$ cat src/rtl/eewp_pkg.sv
package eewp_pkg;
  typedef enum logic [2:0] {
    SQ_IDLE,
    SQ_NW_ADDR,
    SQ_NW_DATA,
    SQ_PR_ADDR,
    SQ_PR_DATA,
    SQ_PR_STOP
  } seq_e;
endpackage

$ cat src/rtl/eewp_seq.sv
module eewp_seq
  import eewp_pkg::*;
#(
  parameter int ADDR_W    = 8,
  parameter int PAGE_W    = 4,
  parameter int CODE_W    = 4,
  parameter logic [CODE_W-1:0] DEV_CODE  = 4'b1010,
  parameter logic [CODE_W-1:0] PROT_CODE = 4'b0110
) (
  input  logic              clk,
  input  logic              rst_any,
  input  logic              busy,
  input  logic              perm_lock,
  input  logic              sa_valid,
  input  logic [CODE_W-1:0] sa_code,
  input  logic              sa_rw,
  input  logic              wa_valid,
  input  logic [ADDR_W-1:0] wa_addr,
  input  logic              wd_valid,
  input  logic              start_seen,
  input  logic              stop_seen,
  output logic              txn_begin,
  output logic              byte_evt,
  output logic [ADDR_W-1:0] byte_addr,
  output logic              norm_stop,
  output logic              prot_stop,
  output logic              prot_ack
);
  localparam int HI_W = ADDR_W - PAGE_W;
  localparam logic [PAGE_W-1:0] ONE = {{(PAGE_W-1){1'b0}}, 1'b1};

  seq_e              st;
  logic [ADDR_W-1:0] ptr;

  // decoded events, valid only while idle of programming
  always_comb begin
    txn_begin = !busy && sa_valid && (sa_code == DEV_CODE) && !sa_rw;
    byte_evt  = !busy && wd_valid && (st == SQ_NW_DATA);
    byte_addr = ptr;
    norm_stop = !busy && stop_seen && (st == SQ_NW_DATA);
    prot_stop = !busy && stop_seen && (st == SQ_PR_STOP);
  end

  always_ff @(posedge clk) begin
    if (rst_any) begin
      st       <= SQ_IDLE;
      ptr      <= '0;
      prot_ack <= 1'b0;
    end else if (busy) begin
      st       <= SQ_IDLE;
      prot_ack <= 1'b0;
    end else begin
      prot_ack <= sa_valid && (sa_code == PROT_CODE) && !perm_lock;
      if (start_seen || stop_seen) begin
        st <= SQ_IDLE;
      end else begin
        unique case (st)
          SQ_IDLE: ;
          SQ_NW_ADDR:
            if (wa_valid) begin
              ptr <= wa_addr;
              st  <= SQ_NW_DATA;
            end
          SQ_NW_DATA:
            if (wd_valid) ptr <= {ptr[ADDR_W-1 -: HI_W], ptr[PAGE_W-1:0] + ONE};
          SQ_PR_ADDR: if (wa_valid) st <= SQ_PR_DATA;
          SQ_PR_DATA: if (wd_valid) st <= SQ_PR_STOP;
          SQ_PR_STOP: ;
          default:    st <= SQ_IDLE;
        endcase
        if (sa_valid) begin
          if (txn_begin)
            st <= SQ_NW_ADDR;
          else if ((sa_code == PROT_CODE) && !sa_rw && !perm_lock)
            st <= SQ_PR_ADDR;
          else
            st <= SQ_IDLE;
        end
      end
    end
  end
endmodule

$ cat src/rtl/eewp_gate.sv
module eewp_gate #(
  parameter int ADDR_W = 8
) (
  input  logic              clk,
  input  logic              rst_any,
  input  logic              wp_pin,
  input  logic              perm_lock,
  input  logic              txn_begin,
  input  logic              byte_evt,
  input  logic [ADDR_W-1:0] byte_addr,
  output logic              wr_en,
  output logic [ADDR_W-1:0] wr_addr,
  output logic              any_en
);
  localparam int TOP = ADDR_W - 1;

  logic lower_half;
  logic allowed;

  always_comb begin
    lower_half = !byte_addr[TOP];
    allowed    = !wp_pin && !(perm_lock && lower_half);
  end

  always_ff @(posedge clk) begin
    if (rst_any) begin
      wr_en   <= 1'b0;
      wr_addr <= '0;
      any_en  <= 1'b0;
    end else begin
      wr_en <= byte_evt && allowed;
      if (byte_evt) wr_addr <= byte_addr;
      if (txn_begin)
        any_en <= 1'b0;
      else if (byte_evt && allowed)
        any_en <= 1'b1;
    end
  end
endmodule

$ cat src/rtl/eewp_lock.sv
module eewp_lock (
  input  logic clk,
  input  logic rst,
  input  logic por,
  input  logic wp_pin,
  input  logic norm_stop,
  input  logic prot_stop,
  input  logic any_en,
  input  logic prog_done,
  output logic prog_start,
  output logic busy,
  output logic perm_lock
);
  logic lock_pend;

  always_ff @(posedge clk) begin
    if (por) begin
      prog_start <= 1'b0;
      busy       <= 1'b0;
      lock_pend  <= 1'b0;
      perm_lock  <= 1'b0;
    end else if (rst) begin
      prog_start <= 1'b0;
      busy       <= 1'b0;
      lock_pend  <= 1'b0;
    end else begin
      prog_start <= 1'b0;
      if (busy) begin
        if (prog_done) begin
          busy      <= 1'b0;
          lock_pend <= 1'b0;
          if (lock_pend) perm_lock <= 1'b1;
        end
      end else if (norm_stop && any_en) begin
        prog_start <= 1'b1;
        busy       <= 1'b1;
      end else if (prot_stop && !wp_pin) begin
        prog_start <= 1'b1;
        busy       <= 1'b1;
        lock_pend  <= 1'b1;
      end
    end
  end
endmodule

$ cat src/rtl/eewp_ctrl.sv
module eewp_ctrl #(
  parameter int ADDR_W = 8,
  parameter int PAGE_W = 4,
  parameter int CODE_W = 4
) (
  input  logic              clk,
  input  logic              rst,
  input  logic              por,
  input  logic              wp_pin,
  input  logic              sa_valid,
  input  logic [CODE_W-1:0] sa_code,
  input  logic              sa_rw,
  input  logic              wa_valid,
  input  logic [ADDR_W-1:0] wa_addr,
  input  logic              wd_valid,
  input  logic              start_seen,
  input  logic              stop_seen,
  input  logic              prog_done,
  output logic              prot_ack,
  output logic              wr_en,
  output logic [ADDR_W-1:0] wr_addr,
  output logic              prog_start,
  output logic              busy,
  output logic              perm_lock
);
  logic              rst_any;
  logic              txn_begin;
  logic              byte_evt;
  logic [ADDR_W-1:0] byte_addr;
  logic              norm_stop;
  logic              prot_stop;
  logic              any_en;

  assign rst_any = rst || por;

  eewp_seq #(.ADDR_W(ADDR_W), .PAGE_W(PAGE_W), .CODE_W(CODE_W)) u_seq (
    .clk        (clk),
    .rst_any    (rst_any),
    .busy       (busy),
    .perm_lock  (perm_lock),
    .sa_valid   (sa_valid),
    .sa_code    (sa_code),
    .sa_rw      (sa_rw),
    .wa_valid   (wa_valid),
    .wa_addr    (wa_addr),
    .wd_valid   (wd_valid),
    .start_seen (start_seen),
    .stop_seen  (stop_seen),
    .txn_begin  (txn_begin),
    .byte_evt   (byte_evt),
    .byte_addr  (byte_addr),
    .norm_stop  (norm_stop),
    .prot_stop  (prot_stop),
    .prot_ack   (prot_ack)
  );

  eewp_gate #(.ADDR_W(ADDR_W)) u_gate (
    .clk       (clk),
    .rst_any   (rst_any),
    .wp_pin    (wp_pin),
    .perm_lock (perm_lock),
    .txn_begin (txn_begin),
    .byte_evt  (byte_evt),
    .byte_addr (byte_addr),
    .wr_en     (wr_en),
    .wr_addr   (wr_addr),
    .any_en    (any_en)
  );

  eewp_lock u_lock (
    .clk        (clk),
    .rst        (rst),
    .por        (por),
    .wp_pin     (wp_pin),
    .norm_stop  (norm_stop),
    .prot_stop  (prot_stop),
    .any_en     (any_en),
    .prog_done  (prog_done),
    .prog_start (prog_start),
    .busy       (busy),
    .perm_lock  (perm_lock)
  );
endmodule

$ cat config.mk
export PLATFORM = sky130hd
export DESIGN_NAME = eewp_ctrl
export DESIGN_NICKNAME = d
export VERILOG_FILES = /design/src/rtl/eewp_pkg.sv /design/src/rtl/eewp_seq.sv /design/src/rtl/eewp_gate.sv /design/src/rtl/eewp_lock.sv /design/src/rtl/eewp_ctrl.sv
export SDC_FILE = /design/constraint.sdc
export NUM_CORES = 1
export LEC_CHECK = 0
export BUFFER_PORTS_ARGS = -buffer_cell sky130_fd_sc_hd__buf_2
export CAP_MARGIN = 5
export CORE_ASPECT_RATIO = 1.5
export CORE_MARGIN = 3
export CORE_UTILIZATION = 56
export CTS_BUF_LIST = sky130_fd_sc_hd__clkbuf_8
export CTS_CLUSTER_SIZE = 40
export DETAILED_ROUTE_END_ITERATION = 16
export HOLD_SLACK_MARGIN = 0.03
export PLACE_DENSITY = 0.85
export SLEW_MARGIN = 20
export SYNTH_ARGS = -nofsm -noshare
export SYNTH_HDL_FRONTEND = slang
export SYNTH_SLANG_ARGS = --single-unit
$ cat constraint.sdc
create_clock -name clk -period 2.5 [get_ports clk]
set_input_delay 0.5 -clock clk [delete_from_list [all_inputs] [get_ports clk]]
set_output_delay 0.5 -clock clk [all_outputs]
set_load 0.01 [all_outputs]
==> impl_metrics.toml <==
[timing]
timing.final.max_slew_violations = 0
finalCriticalPeriod_ns = 2.12
rsz0062_at_grt = "false"
tightest_slew_ns = 0.533
final.setup.tns_ns = 0
max_freq_mhz = 472
setup_viol = 0
setup_ws_ns = 0.380
min_period_over_period_pct = 84.8
slew_headroom_pct = 64.4
finalHoldViolCount = 0
hold_ws_ns = 0.413
clock-skew-final_ns = 0.00392

[die]
die-width_um = 43.9
design.core.area_um2 = 2030
io_pins = 36
rows = 20
initial_core_util_pct = 59.6
dieArea_um2 = 2760
die_h_um = 62.9

[power]
leakagePower_nw = 0.627
p_sw_mw = 0.143
pwr-share-comb_pct = 6.4
irDropWorstVdd_mv = 0.386
p_int_mw = 0.575
swShare_pct = 19.9
p_per_area_nw_per_um2 = 506
pwr-share-seq_pct = 57.7
total_power_mw = 0.718
pwr-share-clk_pct = 35.9

[placed_design]
placed_area_um2 = 1370
dp_hpwl_um = 1920
pre_cts_ws_ns = 0.389
dp_cells = 186
place.gp.congestion = 0.793
io_buffers = 35

[worst_setup_path]
reg2reg_from = "u_seq.st[1]$_SDFFE_PP0P_"
worstPathArrival_ns = 2.33
start_kind = "flop"
worst-path-max-fanout = 15
r2r_end = "u_gate.any_en$_SDFFE_PP0P_"
cp-end-kind = "flop"
crit_type = "reg -> reg"
critPathRequiredTime_ns = 2.71
r2r_setup_slack_ns = 0.38
r2r_cells = 4

[flow_run]
cap_violations = 0

[worst_hold_path]
hold_start = "por"
min_to = "u_lock.perm_lock$_SDFFE_PP0P_"
hold_path_class = "in -> reg"
whs_path_depth = 2

[detailed_routing]
met2_length_um = 1340
top_layer_used = "met4"
met1_length_um = 1010
routedWlPerCell_um = 13.4
drc = 0
num_vias = 1118
initialDrtViolationCount = 34
ant_nets = 0
drt_pass1_iterations = 4
wirelength_um = 2540
avgViaCountPerCell = 5.88
route.met3.wl_um = 126

[yosys]
synth_compound_area_share_pct = 15.3
synth_nets = 162
yosys.area_share.xor_xnor_pct = 0
yosysMostFrequentCell = "dfxtp_1"
synth.yosys.seq_area_share_pct = 43.1
synth_top_cell_by_area = "dfxtp_1"
yosys.area_share.adder_pct = 1.04
syn_avg_cell_area_um2 = 8.76
ys_top_cells_by_count = "dfxtp_1, nor2_1, a21oi_1"
synth_top_family_by_area = "simple AND/OR/NAND/NOR gates"
syn-cell-area_um2 = 1210
synth_cell_type_count = 39
synth_edf_count = 0
yosysTopAreaCellShare_pct = 43.1
synthSimpleGateAreaFrac_pct = 28.7
synthCells = 138
synth_mux_area_share_pct = 7.45
synth_ff_type = "dfxtp_1"
yosysWarningCount = 0
ys_ff_latch = 26
synth.top_cells.by_area = "dfxtp_1, mux2i_1, a21oi_1, nor2_1, nand2_1"
async_flop_share_pct = 0

[cells_and_area]
drive_gt1_share_pct = 28.0
fillers = 170
final-seq-area_um2 = 520
area_growth_pct = 17.5
num-nets-final = 193
multi_input_area_um2 = 634
postLayoutCellArea_um2 = 1420
instances_no_fill = 190
diodes = 0
fin_util_pct = 70.1

[clock_tree]
clk_path_buf_depth = 2
cts_resized = 0
clk_latency_ns = 0.26
numCtsBuffers = 3
cts-root-buf = "clkbuf_8"
hold_buffers = 0
cts_setup_buffers = 0
cts_tree = "done"
cts.sinks = 26
clk_pin_slew_ns = 0.08
h-tree-depth = 1

[global_route]
grt_pass1_vias = 1082
grt_max_degree = 24
overflow = 0
grtUsageTotal_pct = 20.2
antenna_found_initial = 0
grt_pass1_wl_um = 4440

[run_status]
status = "complete, no violations"
[layout make-up]
| type | count | area share, % |
|---|---|---|
| Timing Repair Buffer | 35 | 12.3 |
| Clock buffer | 4 | 3.88 |
| Tap cell | 22 | 1.94 |
| Sequential cell | 26 | 36.7 |
| Multi-Input combinational cell | 101 | 44.7 |
| Inverter | 2 | 0.529 |
[cell usage in the layout (no fill, tap or decap), types with 2 or more instances in the layout]
master    count
o21ai_0       7
or2_2         2
nor3_1        2
nor4_1        4
nand2_1      11
clkbuf_8      4
dfxtp_1      26
nand3b_1      4
mux2i_1       9
nand3_1       5
and2_1        2
buf_2        35
a211oi_1      2
nor2b_1       4
inv_1         2
a21oi_1      12
nor2_1       16
or3_1         2
[worst max-delay path by stage]
stage	startpoint	to	slack, ns	cells after the start
6_report	u_seq.st[1]$_SDFFE_PP0P_	u_gate.any_en$_SDFFE_PP0P_	0.38	4
5_1_grt	u_seq.st[1]$_SDFFE_PP0P_	u_gate.any_en$_SDFFE_PP0P_	0.27	4
4_1_cts	u_seq.st[1]$_SDFFE_PP0P_	u_gate.any_en$_SDFFE_PP0P_	0.38	4
3_5_place_dp	u_seq.st[1]$_SDFFE_PP0P_	u_gate.any_en$_SDFFE_PP0P_	0.39	4
3_3_place_gp	u_seq.st[1]$_SDFFE_PP0P_	u_gate.any_en$_SDFFE_PP0P_	0.47	4
2_1_floorplan	u_seq.st[2]$_SDFFE_PP0P_	u_gate.any_en$_SDFFE_PP0P_	0.77	6
[flip-flops by register name, indices dropped and copies added, names as in the netlist]
signal,flops
u_seq.byte_addr,8
u_lock.busy,1
u_lock.prog_start,1
u_lock.lock_pend,1
u_gate.wr_en,1
u_lock.perm_lock,1
u_gate.any_en,1
u_seq.st,3
u_seq.prot_ack,1
u_gate.wr_addr,8
[kinds of logic (layout without fill, tap and decap cells)]
| kind of cell | after synthesis | count (layout) |
|---|---|---|
| AND/OR/NAND/NOR | 62 | 62 |
| flip-flops | 26 | 26 |
| AO/OA/AOI/OAI | 29 | 29 |
| multiplexers | 9 | 9 |
| adder cells (fa/ha/maj) | 1 | 1 |
| buffers and inverters | 11 | 41 |
[power groups by stage]
| stage | clock network, mW | registers (mW) | logic [mW] |
|---|---|---|---|
| after floorplan | 0 | 0.424 | 0.0211 |
| after global routing | 0.281 | 0.415 | 0.0509 |
| after detailed placement | 0 | 0.424 | 0.0452 |
| after CTS | 0.268 | 0.415 | 0.0452 |
| final | 0.258 | 0.415 | 0.0457 |
| after global placement | 0 | 0.424 | 0.0429 |
[metal layers]
layer / track usage (%) / up-vias
li1: - / 552
met3: 2.59 / 7
met2: 34.7 / 35
met5: 0 / -
met4: 9.06 / 0
met1: 23.9 / 524
[worst max-delay path, stage by stage (launching register included)]
cell     delay, ns
dfxtp_1       0.48
or3b_4        0.52
or3b_1        0.65
nor3_2        0.24
o221a_1       0.19
No activity file was read; power rests on OpenSTA's default activity.
